$ cat src/rtl/pmt_trig_pkg.sv
// Shared sizing for the sector Cherenkov trigger.
// Assumes the nine tube channels share one sample width and one gain format.
package pmt_trig_pkg;
    localparam int unsigned DEF_N_CH      = 9;
    localparam int unsigned DEF_SAMPLE_W  = 12;
    localparam int unsigned DEF_GAIN_W    = 12;
    localparam int unsigned DEF_GAIN_FRAC = 8;
    localparam int unsigned DEF_WIN_W     = 4;
    localparam int unsigned DEF_HOLD_W    = 8;
    // Pipeline stages between the sample inputs and the candidate flag.
    localparam int unsigned CAND_LAT      = 2;

    // Width needed to count 0..n.
    function automatic int unsigned count_w(input int unsigned n);
        return $clog2(n + 1);
    endfunction
endpackage

$ cat src/rtl/pmt_gain_stage.sv
// Applies one tube's gain correction and registers the result.
// Assumes an unsigned gain with GAIN_FRAC fractional bits. The result is
// clamped to the largest SAMPLE_W value instead of wrapping.
module pmt_gain_stage #(
    parameter int unsigned SAMPLE_W  = 12,
    parameter int unsigned GAIN_W    = 12,
    parameter int unsigned GAIN_FRAC = 8
) (
    input  logic                clk,
    input  logic                rst_n,
    input  logic [SAMPLE_W-1:0] sample_i,
    input  logic [GAIN_W-1:0]   gain_i,
    output logic [SAMPLE_W-1:0] corr_o
);
    localparam int unsigned PROD_W = SAMPLE_W + GAIN_W;

    logic [PROD_W-1:0]   prod;
    logic [PROD_W-1:0]   scaled;
    logic [SAMPLE_W-1:0] clamped;

    // Full-precision product, fraction dropped, then clamp to the sample range.
    always_comb begin
        prod    = {{GAIN_W{1'b0}}, sample_i} * {{SAMPLE_W{1'b0}}, gain_i};
        scaled  = prod >> GAIN_FRAC;
        if (|scaled[PROD_W-1:SAMPLE_W]) begin
            clamped = {SAMPLE_W{1'b1}};
        end else begin
            clamped = scaled[SAMPLE_W-1:0];
        end
    end

    // Register the corrected amplitude.
    always_ff @(posedge clk) begin
        if (!rst_n) begin
            corr_o <= '0;
        end else begin
            corr_o <= clamped;
        end
    end
endmodule

$ cat src/rtl/pmt_hit_sum.sv
// Counts tubes above the low threshold and sums all corrected amplitudes.
// Raises the candidate flag when both the multiplicity test and the sum test
// pass. Assumes the corrected values arrive packed, channel 0 in the low bits.
module pmt_hit_sum #(
    parameter int unsigned N_CH     = 9,
    parameter int unsigned SAMPLE_W = 12,
    parameter int unsigned MULT_W   = 4,
    parameter int unsigned SUM_W    = 16
) (
    input  logic                     clk,
    input  logic                     rst_n,
    input  logic [N_CH*SAMPLE_W-1:0] corr_i,
    input  logic [SAMPLE_W-1:0]      low_thr_i,
    input  logic [SUM_W-1:0]         sum_thr_i,
    input  logic [MULT_W-1:0]        min_mult_i,
    output logic [MULT_W-1:0]        mult_o,
    output logic                     cand_o
);
    logic [N_CH-1:0]   hit;
    logic [MULT_W-1:0] cnt_c;
    logic [SUM_W-1:0]  sum_c;
    logic [MULT_W-1:0] eff_min;
    logic              mult_ok;
    logic              sum_ok;

    // Per-channel strict comparison against the low threshold.
    always_comb begin
        for (int c = 0; c < N_CH; c++) begin
            hit[c] = corr_i[c*SAMPLE_W +: SAMPLE_W] > low_thr_i;
        end
    end

    // Population count of hits and the sum of corrected amplitudes.
    always_comb begin
        cnt_c = '0;
        sum_c = '0;
        for (int c = 0; c < N_CH; c++) begin
            cnt_c = cnt_c + {{(MULT_W-1){1'b0}}, hit[c]};
            sum_c = sum_c + {{(SUM_W-SAMPLE_W){1'b0}}, corr_i[c*SAMPLE_W +: SAMPLE_W]};
        end
    end

    // Both tests; a minimum multiplicity of zero is raised to one.
    always_comb begin
        eff_min = (min_mult_i == '0) ? {{(MULT_W-1){1'b0}}, 1'b1} : min_mult_i;
        mult_ok = cnt_c >= eff_min;
        sum_ok  = sum_c > sum_thr_i;
    end

    // Register the multiplicity and the candidate flag.
    always_ff @(posedge clk) begin
        if (!rst_n) begin
            mult_o <= '0;
            cand_o <= 1'b0;
        end else begin
            mult_o <= cnt_c;
            cand_o <= mult_ok && sum_ok;
        end
    end
endmodule

$ cat src/rtl/coinc_window.sv
// Symmetric time coincidence of two event flags, with a hold-off on the result.
// Each side keeps a countdown. An event reloads it with the window setting,
// so a partner up to win_i cycles later still matches. A trigger loads the
// hold-off counter with holdoff_i+1, and triggers stay blocked until it
// reaches zero. Assumes both flags are already aligned to the same timebase.
module coinc_window #(
    parameter int unsigned WIN_W  = 4,
    parameter int unsigned HOLD_W = 8
) (
    input  logic              clk,
    input  logic              rst_n,
    input  logic              cand_i,
    input  logic              calo_i,
    input  logic [WIN_W-1:0]  win_i,
    input  logic [HOLD_W-1:0] holdoff_i,
    output logic              trig_o
);
    logic [WIN_W-1:0]  cand_cnt;
    logic [WIN_W-1:0]  calo_cnt;
    logic [HOLD_W:0]   hold_cnt;
    logic              cand_recent;
    logic              calo_recent;
    logic              match;
    logic              fire;

    // Match now, or against a partner seen within the window in either order.
    always_comb begin
        cand_recent = cand_cnt != '0;
        calo_recent = calo_cnt != '0;
        match = (cand_i && (calo_i || calo_recent)) || (calo_i && cand_recent);
        fire  = match && (hold_cnt == '0);
    end

    // Window countdown started by a candidate.
    always_ff @(posedge clk) begin
        if (!rst_n) begin
            cand_cnt <= '0;
        end else if (cand_i) begin
            cand_cnt <= win_i;
        end else if (cand_cnt != '0) begin
            cand_cnt <= cand_cnt - {{(WIN_W-1){1'b0}}, 1'b1};
        end
    end

    // Window countdown started by a calorimeter hit.
    always_ff @(posedge clk) begin
        if (!rst_n) begin
            calo_cnt <= '0;
        end else if (calo_i) begin
            calo_cnt <= win_i;
        end else if (calo_cnt != '0) begin
            calo_cnt <= calo_cnt - {{(WIN_W-1){1'b0}}, 1'b1};
        end
    end

    // Hold-off countdown, started by the pulse.
    always_ff @(posedge clk) begin
        if (!rst_n) begin
            hold_cnt <= '0;
        end else if (fire) begin
            hold_cnt <= {1'b0, holdoff_i} + {{HOLD_W{1'b0}}, 1'b1};
        end else if (hold_cnt != '0) begin
            hold_cnt <= hold_cnt - {{HOLD_W{1'b0}}, 1'b1};
        end
    end

    // Register the trigger pulse.
    always_ff @(posedge clk) begin
        if (!rst_n) begin
            trig_o <= 1'b0;
        end else begin
            trig_o <= fire;
        end
    end
endmodule

$ cat src/rtl/pmt_coinc_trigger.sv
// Sector Cherenkov trigger. Per-tube gain correction (one stage), then the
// multiplicity and sum tests (one stage), then the calorimeter coincidence
// (one stage). The calorimeter flag is delayed to line up with the candidate.
// Assumes the configuration inputs are static while triggers are expected.
module pmt_coinc_trigger
    import pmt_trig_pkg::*;
#(
    parameter int unsigned N_CH      = DEF_N_CH,
    parameter int unsigned SAMPLE_W  = DEF_SAMPLE_W,
    parameter int unsigned GAIN_W    = DEF_GAIN_W,
    parameter int unsigned GAIN_FRAC = DEF_GAIN_FRAC,
    parameter int unsigned WIN_W     = DEF_WIN_W,
    parameter int unsigned HOLD_W    = DEF_HOLD_W,
    localparam int unsigned MULT_W   = count_w(N_CH),
    localparam int unsigned SUM_W    = SAMPLE_W + $clog2(N_CH)
) (
    input  logic                     clk,
    input  logic                     rst_n,
    input  logic [N_CH*SAMPLE_W-1:0] pmt_samples_i,
    input  logic [N_CH*GAIN_W-1:0]   pmt_gain_i,
    input  logic [SAMPLE_W-1:0]      low_thr_i,
    input  logic [SUM_W-1:0]         sum_thr_i,
    input  logic [MULT_W-1:0]        min_mult_i,
    input  logic [WIN_W-1:0]         win_ticks_i,
    input  logic [HOLD_W-1:0]        holdoff_i,
    input  logic                     calo_hit_i,
    output logic                     trig_o,
    output logic [MULT_W-1:0]        mult_o
);
    logic [N_CH*SAMPLE_W-1:0] corr;
    logic                     cand;
    logic [CAND_LAT-1:0]      calo_dly;

    // One gain stage per tube.
    for (genvar c = 0; c < N_CH; c++) begin : g_gain
        pmt_gain_stage #(
            .SAMPLE_W (SAMPLE_W),
            .GAIN_W   (GAIN_W),
            .GAIN_FRAC(GAIN_FRAC)
        ) gain_i (
            .clk     (clk),
            .rst_n   (rst_n),
            .sample_i(pmt_samples_i[c*SAMPLE_W +: SAMPLE_W]),
            .gain_i  (pmt_gain_i[c*GAIN_W +: GAIN_W]),
            .corr_o  (corr[c*SAMPLE_W +: SAMPLE_W])
        );
    end

    pmt_hit_sum #(
        .N_CH    (N_CH),
        .SAMPLE_W(SAMPLE_W),
        .MULT_W  (MULT_W),
        .SUM_W   (SUM_W)
    ) hits_i (
        .clk       (clk),
        .rst_n     (rst_n),
        .corr_i    (corr),
        .low_thr_i (low_thr_i),
        .sum_thr_i (sum_thr_i),
        .min_mult_i(min_mult_i),
        .mult_o    (mult_o),
        .cand_o    (cand)
    );

    // Delay the calorimeter flag by the candidate pipeline depth.
    always_ff @(posedge clk) begin
        if (!rst_n) begin
            calo_dly <= '0;
        end else begin
            calo_dly <= {calo_dly[CAND_LAT-2:0], calo_hit_i};
        end
    end

    coinc_window #(
        .WIN_W (WIN_W),
        .HOLD_W(HOLD_W)
    ) coinc_i (
        .clk      (clk),
        .rst_n    (rst_n),
        .cand_i   (cand),
        .calo_i   (calo_dly[CAND_LAT-1]),
        .win_i    (win_ticks_i),
        .holdoff_i(holdoff_i),
        .trig_o   (trig_o)
    );
endmodule

$ cat config.mk
export PLATFORM = sky130hd
export DESIGN_NAME = pmt_coinc_trigger
export DESIGN_NICKNAME = d
export VERILOG_FILES = /design/src/rtl/pmt_trig_pkg.sv /design/src/rtl/pmt_gain_stage.sv /design/src/rtl/pmt_hit_sum.sv /design/src/rtl/coinc_window.sv /design/src/rtl/pmt_coinc_trigger.sv
export SDC_FILE = /design/constraint.sdc
export NUM_CORES = 2
export LEC_CHECK = 0
export BUFFER_PORTS_ARGS = -buffer_cell sky130_fd_sc_hd__clkbuf_2
export CORE_MARGIN = 8
export CORE_UTILIZATION = 50
export CTS_CLUSTER_SIZE = 16
export DETAILED_ROUTE_END_ITERATION = 10
export GPL_ROUTABILITY_DRIVEN = 0
export PLACE_DENSITY = 0.8
export SKIP_LAST_GASP = 1
export SLEW_MARGIN = 40
export SYNTH_ARGS = -nofsm -noshare
export SYNTH_HDL_FRONTEND = slang
export SYNTH_SLANG_ARGS = --single-unit
$ cat constraint.sdc
create_clock -name clk -period 6.8 [get_ports clk]
set_input_delay 1.36 -clock clk [delete_from_list [all_inputs] [get_ports clk]]
set_output_delay 1.36 -clock clk [all_outputs]
set_load 0.02 [all_outputs]
==> run_results.csv <==
group,metric,value,unit
clock_tree,cts_tree,"yes",
synthesis,ys_ff_latch,133,
synthesis,yosysTopAreaCellShare,38.7,%
final_layout,nFillCells,8833,
synthesis,ys_warn_count,0,
hold_path,hold-path-cell-count,1,
final_layout,nets,7831,
global_routing,grt_max_degree,103,
flow_run,drv_cap,0,
synthesis,netlist_area,50100,µm²
setup_path,reg2reg_depth,29,
synthesis,seq_area_frac_synth,5.32,%
die,die_y,333,µm
synthesis,synth_cell_types,79,
synthesis,synth_flop_cell,"dfxtp_1",
route,drt_first_pass_iters,6,
setup_path,start_kind,"flip-flop",
timing,worst_pin_slew,0.774,ns
synthesis,avgSynthCellArea,8.71,µm²
setup_path,crit_fanout,4,
global_routing,grt_pass1_wl,208000,µm
synthesis,synth_cells,5751,
setup_path,endpoint_kind,"flip-flop",
die,rows,116,
clock_tree,cts_buffer_depth,2,
route,postRouteAntennaNets,0,
clock_tree,insertion_delay,0.45,ns
setup_path,cp_slowest_cell,"fa_1",
timing,hold_viol,0,
global_routing,grt_pass1_vias,42900,
synthesis,synth_edf_count,0,
die,die_w,333,µm
die,initial_core_util,50.2,%
timing,maxSlewViolCount,0,
die,ios,268,
hold_path,min_from,"calo_dly[0]$_SDFF_PN0_",
setup_path,crit_top_cell,"fa_1",
synthesis,synthTopCellsByArea,"fa_1 39%, ha_1 17%, inv_1 9.0%, nand2_1 6.8%, and2_1 5.7%",
placement,dpl_cell_area,53000,µm²
final_layout,drive_above_1_share,7.79,%
final_layout,final_util,53.8,%
route,drc,0,
final_layout,area_growth,7.12,%
clock_tree,cts_sinks,133,
timing,fin_crit,6.54,ns
global_routing,grt_overflow_total,0,
setup_path,r2r_slack,0.26,ns
setup_path,path_buf_inv,3,
synthesis,yosysTopAreaCell,"fa_1",
timing,timing.hold.ws,0.444,ns
final_layout,stdcell_area,53700,µm²
route,via_per_inst,5.39,
timing,setup_violations,0,
setup_path,crit_type,"flip-flop to flip-flop",
clock_tree,cts_root_buf,"clkbuf_16",
synthesis,post-synth-top-count-cell,"inv_1",
die,design.core.area,99700,µm²
timing,max_freq,0.153,GHz
placement,hpwl,106000,µm
synthesis,synthTopCellsByCount,"1196 x inv_1, 968 x fa_1, 901 x nand2_1",
setup_path,r2r_end,"hits_i.cand_o$_SDFF_PN0_",
hold_path,hp-class,"flip-flop to flip-flop",
setup_path,r2r_start,"g_gain[0].gain_i.corr_o[0]$_SDFF_PN0_",
clock_tree,cts.clk_slew.worst_paths,0.06,ns
timing,fin_crit_sh,96.2,%
setup_path,critPathTopFamily,"adder cells",
setup_path,cp.arrival,6.84,ns
global_routing,antenna_found_initial,11,
placement,port_buffers,267,
clock_tree,numCtsBuffers,17,
synthesis,ys_async_sr_fraction,0,%
route,vias,39000,
route,drt_wl_total,122000,µm
setup_path,max_stage_delay,0.51,ns
hold_path,whs_endpoint,"calo_dly[1]$_SDFF_PN0_",
route,drtIter0Drc,2375,
timing,relSlewSlack,48.4,%
clock_tree,htreeDepth,4,
setup_path,crit_required,7.10,ns
synthesis,syn_nets,7672,
die,dieArea,111000,µm²
global_routing,grtUsageTotal,22.5,%
status,outcome,"finished, final reports clean",
route,wl_per_cell,16.9,µm
timing,clock_skew,0.0125,ns
metal layers:
metal  GRT usage (%)  wire, µm  vias up
li1                -         -    18000
met1            28.1     49300    19400
met2            39.5     60500     1293
met3            3.48      7900      273
met4            7.79      4110        6
met5               0        31        -
kinds of logic after synthesis:
family | after synthesis | synth area share (%)
xor gates and xnor gates | 160 | 2.80
adders and majority gates | 1658 | 55.9
DFF | 133 | 5.32
buffers and inverters | 1445 | 10.9
muxes | 7 | 0.142
and+or+nand+nor | 1732 | 16.6
AOI/OAI and AO/OA | 616 | 8.36
stage by stage:
| step | setup TNS, ns | instances | worst slack, ns |
|---|---|---|---|
| global route | -0.0614 | 7223 | -0.0614 |
| CTS | 0 | 7217 | 0.0302 |
| detailed placement | 0 | 7187 | 0.00326 |
| floorplan | 0 | 5751 | 0.0209 |
| global placement | 0 | 7187 | 0.105 |
| finish | 0 | 7228 | 0.261 |
layout by cell type (no fill, tap or decap), drive strengths merged, types with 28 or more instances in the layout:
master | Yosys | final
o21a | 90 | 90
a21oi | 148 | 148
clkbuf | 242 | 285
a21o | 107 | 107
o31a | 28 | 28
and2 | 459 | 459
nand2b | 29 | 29
inv | 1196 | 1198
nor2 | 110 | 110
xnor2 | 93 | 93
xor2 | 67 | 67
ha | 690 | 690
nor3 | 43 | 43
buf | 7 | 123
nand3 | 32 | 32
fa | 968 | 968
nand2 | 901 | 901
o21ai | 96 | 96
dfxtp | 133 | 133
nand4 | 46 | 46
worst reg2reg max path: cells and delay by family (launching register included):
kind | cells | cell delay (ns)
AO/OA/AOI/OAI | 13 | 2.01
XOR/XNOR | 2 | 0.44
adder cells (fa/ha/maj) | 8 | 3.07
buffers and inverters | 3 | 0.20
flip-flops | 1 | 0.34
AND/OR/NAND/NOR | 3 | 0.34
how the worst max path moves through the flow:
stage	slack (ns)	cells past startpoint	start	end
after floorplan	0.02	22	pmt_gain_i[3]	g_gain[0].gain_i.corr_o[4]$_SDFF_PN0_
after global placement	0.10	20	pmt_gain_i[90]	g_gain[7].gain_i.corr_o[0]$_SDFF_PN0_
after detailed placement	0.003	21	pmt_gain_i[6]	g_gain[0].gain_i.corr_o[6]$_SDFF_PN0_
after CTS	0.03	28	g_gain[0].gain_i.corr_o[0]$_SDFF_PN0_	hits_i.cand_o$_SDFF_PN0_
after global routing	-0.06	29	g_gain[0].gain_i.corr_o[0]$_SDFF_PN0_	hits_i.cand_o$_SDFF_PN0_
final	0.26	29	g_gain[0].gain_i.corr_o[0]$_SDFF_PN0_	hits_i.cand_o$_SDFF_PN0_
repair_timing:
action                                  4_1_cts  5_1_grt
cloned                                        0        0
endpoints found under the setup margin        1        1
endpoints found under the hold margin         0        0
buffers inserted                              0        2
resized for setup                             2       20
pin swaps                                     0        6
hold buffers                                  0        0
area by class of cell:
cell class / instances / area [µm²] / area share (%)
clock buffers: 19 / 453 / 0.844
multi-input cells: 4173 / 42100 / 78.4
clock inverters: 11 / 80.1 / 0.149
repair buffers: 389 / 2260 / 4.21
well taps: 1298 / 1620 / 3.03
inverters: 1196 / 4490 / 8.37
diodes: 9 / 22.5 / 0.0420
flip-flops and latches: 133 / 2660 / 4.96
state kept, by name, indices dropped and copies added, names as in the netlist:
name                  cells
calo_dly                  2
coinc_i.cand_cnt          4
coinc_i.trig_o            1
hits_i.cand_o             1
coinc_i.calo_cnt          4
g_gain.gain_i.corr_o    108
hits_i.mult_o             4
coinc_i.hold_cnt          9
Power is left out: the tool's default activity adds up to more than one toggle a clock period on the data nets, which glitch-free logic cannot reach.
